File: config.mk
export PLATFORM = sky130hd
export DESIGN_NAME = bcd_shadow_clock
export DESIGN_NICKNAME = d
export VERILOG_FILES = /design/src/rtl/bcdclk_pkg.sv /design/src/rtl/bcdclk_counters.sv /design/src/rtl/bcdclk_shadow.sv /design/src/rtl/bcd_shadow_clock.sv
export SDC_FILE = /design/constraint.sdc
export NUM_CORES = 1
export LEC_CHECK = 0
export BUFFER_PORTS_ARGS = -buffer_cell sky130_fd_sc_hd__buf_2
export CAP_MARGIN = 10
export CORE_MARGIN = 2
export CORE_UTILIZATION = 35
export DETAILED_ROUTE_END_ITERATION = 12
export PLACE_DENSITY = 0.48
export SKIP_CTS_REPAIR_TIMING = 1
export SLEW_MARGIN = 20
export SYNTH_ARGS = -nofsm -noshare
export SYNTH_HDL_FRONTEND = slang
export SYNTH_SLANG_ARGS = --single-unit
File: constraint.sdc
create_clock -name clk -period 4 [get_ports clk]
set_input_delay 0.6 -clock clk [delete_from_list [all_inputs] [get_ports clk]]
set_output_delay 0.6 -clock clk [all_outputs]
set_load 0.005 [all_outputs]
File: src/rtl/bcdclk_pkg.sv
package bcdclk_pkg;
  localparam int FIELD_W  = 8;
  localparam int N_FIELDS = 7;

  typedef logic [FIELD_W-1:0] bcd_t;

  // field i sits at bits [i*FIELD_W +: FIELD_W]; index equals bus address
  typedef struct packed {
    bcd_t yr;
    bcd_t mon;
    bcd_t date;
    bcd_t dow;
    bcd_t hr;
    bcd_t min;
    bcd_t sec;
  } tod_t;

  localparam tod_t TOD_RESET = '{yr: 8'h00, mon: 8'h01, date: 8'h01, dow: 8'h01,
                                 hr: 8'h00, min: 8'h00, sec: 8'h00};

  function automatic bcd_t field_mask(int idx);
    case (idx)
      0, 1:    return 8'h7F;
      2, 4:    return 8'h3F;
      3:       return 8'h07;
      5:       return 8'h1F;
      default: return 8'hFF;
    endcase
  endfunction

  // {wrap, next}: BCD increment that folds back to lo once hi is reached
  function automatic logic [8:0] bcd_step(bcd_t v, bcd_t lo, bcd_t hi);
    if (v >= hi)           return {1'b1, lo};
    if (v[3:0] >= 4'd9)    return {1'b0, v[7:4] + 4'd1, 4'h0};
    return {1'b0, v + 8'd1};
  endfunction

  function automatic logic is_leap(bcd_t yr);
    logic [6:0] b;
    b = 7'(yr[7:4]) * 7'd10 + 7'(yr[3:0]);
    return b[1:0] == 2'b00;
  endfunction

  function automatic bcd_t month_end(bcd_t mon, bcd_t yr);
    case (mon)
      8'h02:                      return is_leap(yr) ? 8'h29 : 8'h28;
      8'h04, 8'h06, 8'h09, 8'h11: return 8'h30;
      default:                    return 8'h31;
    endcase
  endfunction

  function automatic tod_t tod_next(tod_t t);
    tod_t n;
    logic [8:0] r;
    n = t;
    r = bcd_step(t.sec, 8'h00, 8'h59);
    n.sec = r[7:0];
    if (r[8]) begin
      r = bcd_step(t.min, 8'h00, 8'h59);
      n.min = r[7:0];
      if (r[8]) begin
        r = bcd_step(t.hr, 8'h00, 8'h23);
        n.hr = r[7:0];
        if (r[8]) begin
          r = bcd_step(t.dow, 8'h01, 8'h07);
          n.dow = r[7:0];
          r = bcd_step(t.date, 8'h01, month_end(t.mon, t.yr));
          n.date = r[7:0];
          if (r[8]) begin
            r = bcd_step(t.mon, 8'h01, 8'h12);
            n.mon = r[7:0];
            if (r[8]) begin
              r = bcd_step(t.yr, 8'h00, 8'h99);
              n.yr = r[7:0];
            end
          end
        end
      end
    end
    return n;
  endfunction
endpackage

File: src/rtl/bcdclk_counters.sv
module bcdclk_counters
  import bcdclk_pkg::*;
(
  input  logic clk,
  input  logic rst_n,
  input  logic step,
  input  logic load,
  input  tod_t load_val,
  output tod_t now
);
  always_ff @(posedge clk or negedge rst_n) begin
    if (!rst_n)    now <= TOD_RESET;
    else if (load) now <= load_val;
    else if (step) now <= tod_next(now);
  end
endmodule

File: src/rtl/bcdclk_shadow.sv
module bcdclk_shadow
  import bcdclk_pkg::*;
#(
  parameter int ADDR_W = 4
) (
  input  logic              clk,
  input  logic              rst_n,
  input  logic              copy,
  input  tod_t              src,
  input  logic              wr,
  input  logic [ADDR_W-1:0] waddr,
  input  bcd_t              wdata,
  output tod_t              shd
);
  bcd_t fld [N_FIELDS];

  for (genvar i = 0; i < N_FIELDS; i++) begin : g_fld
    always_ff @(posedge clk or negedge rst_n) begin
      if (!rst_n)
        fld[i] <= TOD_RESET[i*FIELD_W +: FIELD_W];
      else if (copy)
        fld[i] <= src[i*FIELD_W +: FIELD_W] & field_mask(i);
      else if (wr && waddr == ADDR_W'(i))
        fld[i] <= wdata & field_mask(i);
    end
    assign shd[i*FIELD_W +: FIELD_W] = fld[i];
  end
endmodule

File: src/rtl/bcd_shadow_clock.sv
module bcd_shadow_clock
  import bcdclk_pkg::*;
#(
  parameter int ADDR_W = 4
) (
  input  logic              clk,
  input  logic              rst_n,
  input  logic              tick,
  input  logic [ADDR_W-1:0] bus_addr,
  input  logic [7:0]        bus_wdata,
  input  logic              bus_we,
  input  logic              bus_re,
  output logic [7:0]        bus_rdata
);
  localparam logic [ADDR_W-1:0] SEC_ADDR  = '0;
  localparam logic [ADDR_W-1:0] CTRL_ADDR = ADDR_W'(N_FIELDS);
  localparam int WRITE_BIT = 7;
  localparam int READ_BIT  = 6;
  localparam int HALT_BIT  = 7;

  logic ctrl_read, ctrl_write, halt, pend;
  tod_t now, shd;

  // named internal events
  logic ctrl_wr_hit, time_wr, load, tick_acc, frz;
  assign ctrl_wr_hit = bus_we && (bus_addr == CTRL_ADDR);
  assign time_wr     = bus_we && (bus_addr < CTRL_ADDR);
  assign load        = ctrl_wr_hit && ctrl_write && !bus_wdata[WRITE_BIT];
  assign tick_acc    = tick && !halt && !load;
  assign frz         = ctrl_read || ctrl_write;

  always_ff @(posedge clk or negedge rst_n) begin
    if (!rst_n) begin
      ctrl_read  <= 1'b0;
      ctrl_write <= 1'b0;
      halt       <= 1'b0;
      pend       <= 1'b0;
    end else begin
      if (ctrl_wr_hit) begin
        ctrl_read  <= bus_wdata[READ_BIT];
        ctrl_write <= bus_wdata[WRITE_BIT];
      end
      if (bus_we && bus_addr == SEC_ADDR) halt <= bus_wdata[HALT_BIT];
      pend <= tick_acc && !frz;
    end
  end

  bcdclk_counters u_cnt (
    .clk      (clk),
    .rst_n    (rst_n),
    .step     (tick_acc),
    .load     (load),
    .load_val (shd),
    .now      (now)
  );

  bcdclk_shadow #(.ADDR_W(ADDR_W)) u_shd (
    .clk   (clk),
    .rst_n (rst_n),
    .copy  (pend),
    .src   (now),
    .wr    (time_wr),
    .waddr (bus_addr),
    .wdata (bus_wdata),
    .shd   (shd)
  );

  logic [7:0] rd_mux;
  always_comb begin
    rd_mux = '0;
    for (int i = 0; i < N_FIELDS; i++)
      if (bus_addr == ADDR_W'(i)) rd_mux = shd[i*FIELD_W +: FIELD_W];
    if (bus_addr == SEC_ADDR) rd_mux[HALT_BIT] = halt;
    if (bus_addr == CTRL_ADDR) begin
      rd_mux[WRITE_BIT] = ctrl_write;
      rd_mux[READ_BIT]  = ctrl_read;
    end
  end

  always_ff @(posedge clk or negedge rst_n) begin
    if (!rst_n)      bus_rdata <= '0;
    else if (bus_re) bus_rdata <= rd_mux;
  end
endmodule

==> results.md <==
Timing:
- The final number of max-transition violations is 0.
- Setup violations remaining at the end of the flow were counted as 0.
- The max-slew headroom at the worst pin is 0.392.
- Based on the critical path, the design can be clocked at up to 288 MHz.
- Setup repair after global routing left no endpoint under its margin.
- After routing, the total negative slack on setup checks comes to 0 ns.
- The worst path needs 3.47 ns of the cycle, external delays included.
- For the pin with the worst max-slew slack, the measured transition is 0.910 ns.
- The final period utilization is 0.867.
- The count of endpoints failing hold in the final timing report came to 0.
- For the final database, setup skew stands at 0.0118 ns.

Layout:
- The cell area after layout is 0.00729 sq mm.
- The ratio of cells with drive above 1 in the final layout is 0.123.
- The number of nets in the layout is 771.
- After filler insertion, the fill cell instance count of the layout stands at 1891.
- The relative area change from synthesis to final layout is 8.92%.
- The antenna diode count is 0.

Worst setup path:
- The number of cell instances on the worst register-to-register path is 13.
- STA classifies the critical path startpoint as a flip-flop.
- The endpoint of the most critical setup path is u_cnt.now[48].
- Tracing the worst setup path back leads to its startpoint at u_cnt.now[40].
- The startpoint of the worst-slack reg-to-reg timing path is u_cnt.now[40].
- The required time reported for the critical path endpoint is 4.25 ns.
- The type of destination of the critical path is a flip-flop.
- For flop-to-flop paths, the worst setup slack is 0.53 ns.
- For the worst setup path, the data arrival time is 3.72 ns.
- The worst flop-to-flop path endpoint is u_cnt.now[48].
- The critical path start-end classification is flip-flop to flip-flop.
- The maximum fanout encountered on the critical timing path is 10.

Power and ir drop:
- For this design the static power due to leakage is 0.00317 uW.
- The power per standard cell area is 500 mW/mm^2.
- The worst-case IR drop observed on VDD is 0.233 mV.

Detailed routing:
- After the first detailed-routing iteration, the DRC count stood at 299.
- The number of design rule violations left after detail routing is 0.
- The detailed-route wire length per cell is 19.3 microns.
- For this run, the detailed router's first-pass iteration total came to 5.
- The routed design has 18400 microns of wire.
- The via count normalized by instance count is 5.68.
- The count of nets left with antenna violations once routing finished came out at 0.
- The number of vias in the routed layout is 5405.

Clock network:
- TritonCTS built the clock tree.
- CTS placed an instance of sky130_fd_sc_hd__clkbuf_16 at the clock tree root.
- The later pin in the worst-skew pair is clocked with a latency of 0.37 ns.
- The buffer depth of the longest clock path is 2.
- The number of clock sinks seen by CTS is 110.
- The CTS buffer count is 9.
- The H-tree was split into 3 levels.
- Clock-pin slew was measured on the worst setup and hold paths at 0.08 ns.

Flow run:
- The tool flagged a number of max-cap violations equal to 0.

Logic synthesis:
- Yosys attributes the largest share of cell area to sky130_fd_sc_hd__dfrtp_1 39%, sky130_fd_sc_hd__mux2i_1 7.8%, sky130_fd_sc_hd__ha_1 7.7%, sky130_fd_sc_hd__o21ai_0 5.5%, sky130_fd_sc_hd__nand2_1 4.2%.
- The net count after synthesis is 762.
- The sequential fraction of the synthesis area is 0.412.
- Of the post-synthesis cell area, the dominant cell type holds 0.389.
- Yosys mapped a number of flops with a built-in enable equal to 0.
- The Yosys step of the flow raised 0 warnings.
- After technology mapping, the gate count stands at 704.
- The mapped netlist covers 0.00669 sq mm.
- Synthesis instantiated 69 different standard cells from the library.
- The proportion of synthesized flip-flops having asynchronous set or reset is 1.00.
- The post-synthesis sequential element count is 110.
- The synthesized area per cell is 9.51 sq um.
- The cell type with the highest aggregate area in the netlist is sky130_fd_sc_hd__dfrtp_1.
- For this run, the leading register cell type out of synthesis is sky130_fd_sc_hd__dfrtp_1.

Place:
- The total of buffers placed on input and output ports is 24.
- The placed wire-length estimate after detailed placement is 13300 microns.
- The placer congestion estimate is 0.836.
- The total cell area at the placement stage is 0.00699 sq mm.

Global route:
- The global-route usage over all layers is 0.190.
- The sum of overflow across all layers after global routing is 0.
- The maximum number of pins on one net before global-route repair is 52.
- The first global-routing pass estimated 29900 microns of wire.
- The number of antenna violations at the first check in global routing is 0.
- The number of global-route vias before repair came to 5359.

Floorplan:
- The starting density of the core is 0.358.
- The number of standard-cell rows in the floorplan is 50.
- The floorplan die width is 142 microns.
- The number of ports placed on the die boundary is 25.
- The floorplan step defined a core boundary enclosing 0.0187 sq mm.
- The die covers 0.0202 sq mm.
- From bottom edge to top edge, the die measures 142 microns.

Run status:
- The run finished with clean final reports.

Worst hold path:
- The worst hold path class is input port to asynchronous set/reset pin.
-- how the worst min path moves through the flow --
stage | start | endpoint | slack, ns | depth (start not counted)
floorplan | rst_n | bus_rdata[0] | 0.30 | 0
global placement | ctrl_read | pend | 0.45 | 1
detailed placement | ctrl_read | pend | 0.45 | 1
CTS | rst_n | bus_rdata[5] | 0.31 | 1
global route | rst_n | bus_rdata[5] | 0.33 | 1
finish | rst_n | bus_rdata[5] | 0.30 | 1
-- registers in the layout, indices dropped and copies added, names as in the netlist --
signal,cells
bus_rdata,8
ctrl_read,1
ctrl_write,1
halt,1
pend,1
u_cnt.now,56
u_shd.shd,42
-- synthesized netlist by cell type, drive strengths merged (5+ instances only) --
cell / count
a21oi: 38
a221oi: 7
a22oi: 6
a31oi: 8
a32oi: 11
and3: 5
buf: 19
clkbuf: 16
dfrtp: 104
dfstp: 6
ha: 41
inv: 46
mux2: 9
mux2i: 52
nand2: 75
nand3: 13
nand4: 6
nor2: 37
nor3: 23
nor3b: 5
nor4: 6
o211ai: 6
o21ai: 75
o22ai: 14
o2bb2ai: 5
o31ai: 9
-- final cells by class --
class | count | area, sq um | share of cell area
inverters | 46 | 173 | 0.0237
flip-flops and latches | 110 | 2760 | 0.379
clock buffers | 10 | 229 | 0.0314
well taps | 234 | 293 | 0.0402
multi-input cells | 513 | 3590 | 0.493
repair buffers | 33 | 190 | 0.0261
clock inverters | 6 | 51.3 | 0.00704
-- routing by layer --
layer  global-route usage  share of wire
met5                    0              0
met4               0.0421          0.010
met2                0.309           0.47
met3               0.0303          0.039
met1                0.266           0.48
-- per-stage QoR --
stage / instances / total power, uW / worst slack [ns] / hold WS (ns) / util
CTS: 952 / 3680 / 0.498 / 0.310 / 0.389
global route: 952 / 3910 / 0.308 / 0.333 / 0.390
detailed placement: 936 / 2760 / 0.513 / 0.453 / 0.374
floorplan: 704 / 2360 / 0.956 / 0.304 / -
finish: 952 / 3640 / 0.530 / 0.297 / 0.390
global placement: 936 / 2740 / 0.680 / 0.447 / 0.374
-- cell families (layout without fill, tap and decap cells) --
| logic type | count (synthesis) | in the layout | share of synthesized area |
|---|---|---|---|
| AOI/OAI and AO/OA | 211 | 211 | 0.207 |
| and+or+nand+nor | 195 | 195 | 0.145 |
| DFF | 110 | 110 | 0.412 |
| buffers and inverters | 81 | 95 | 0.0531 |
| muxes | 64 | 64 | 0.104 |
| adders and majority gates | 41 | 41 | 0.0766 |
| xor gates and xnor gates | 2 | 2 | 0.00262 |
-- power by group --
part,internal [uW],switching [uW],total [uW]
Combinational,414,594,1010
Clock,437,456,893
Sequential,1390,349,1740
Total,2250,1400,3640
-- critical path, cell delays in order, from the launching register on --
cell and delay (ns):
sky130_fd_sc_hd__dfstp_2 0.57, sky130_fd_sc_hd__inv_1 0.10, sky130_fd_sc_hd__ha_1 0.24, sky130_fd_sc_hd__o21ai_0 0.16, sky130_fd_sc_hd__o21ai_0 0.10, sky130_fd_sc_hd__a32oi_1 0.17
sky130_fd_sc_hd__nor3_1 0.09, sky130_fd_sc_hd__a21oi_1 0.17, sky130_fd_sc_hd__ha_1 0.25, sky130_fd_sc_hd__nor4b_1 0.25, sky130_fd_sc_hd__o221ai_1 0.26, sky130_fd_sc_hd__a31oi_2 0.29
sky130_fd_sc_hd__or2_1 0.37, sky130_fd_sc_hd__mux2_4 0.33
-- layout by cell type, fill, tap and decap left out, types with 4 or more instances in the layout --
master and count:
sky130_fd_sc_hd__nand3_1 13, sky130_fd_sc_hd__a22o_1 4, sky130_fd_sc_hd__inv_1 46, sky130_fd_sc_hd__o221ai_1 4, sky130_fd_sc_hd__dfstp_2 6, sky130_fd_sc_hd__a31oi_1 6
sky130_fd_sc_hd__nand2b_1 4, sky130_fd_sc_hd__inv_6 4, sky130_fd_sc_hd__a22oi_1 6, sky130_fd_sc_hd__mux2_2 8, sky130_fd_sc_hd__nand2_1 74, sky130_fd_sc_hd__a32oi_1 11
sky130_fd_sc_hd__buf_2 23, sky130_fd_sc_hd__ha_1 41, sky130_fd_sc_hd__nor4_1 6, sky130_fd_sc_hd__o21ai_0 73, sky130_fd_sc_hd__a21oi_1 36, sky130_fd_sc_hd__nor3_1 21
sky130_fd_sc_hd__o2bb2ai_1 5, sky130_fd_sc_hd__o22ai_1 14, sky130_fd_sc_hd__buf_4 10, sky130_fd_sc_hd__mux2i_1 52, sky130_fd_sc_hd__nand4_1 6, sky130_fd_sc_hd__and3_1 4
sky130_fd_sc_hd__clkbuf_16 9, sky130_fd_sc_hd__a221oi_1 7, sky130_fd_sc_hd__or3b_2 4, sky130_fd_sc_hd__nor2_1 37, sky130_fd_sc_hd__o211ai_1 6, sky130_fd_sc_hd__o31ai_1 9
sky130_fd_sc_hd__dfrtp_1 103
Note: power is estimated with default switching activity, not from simulation.
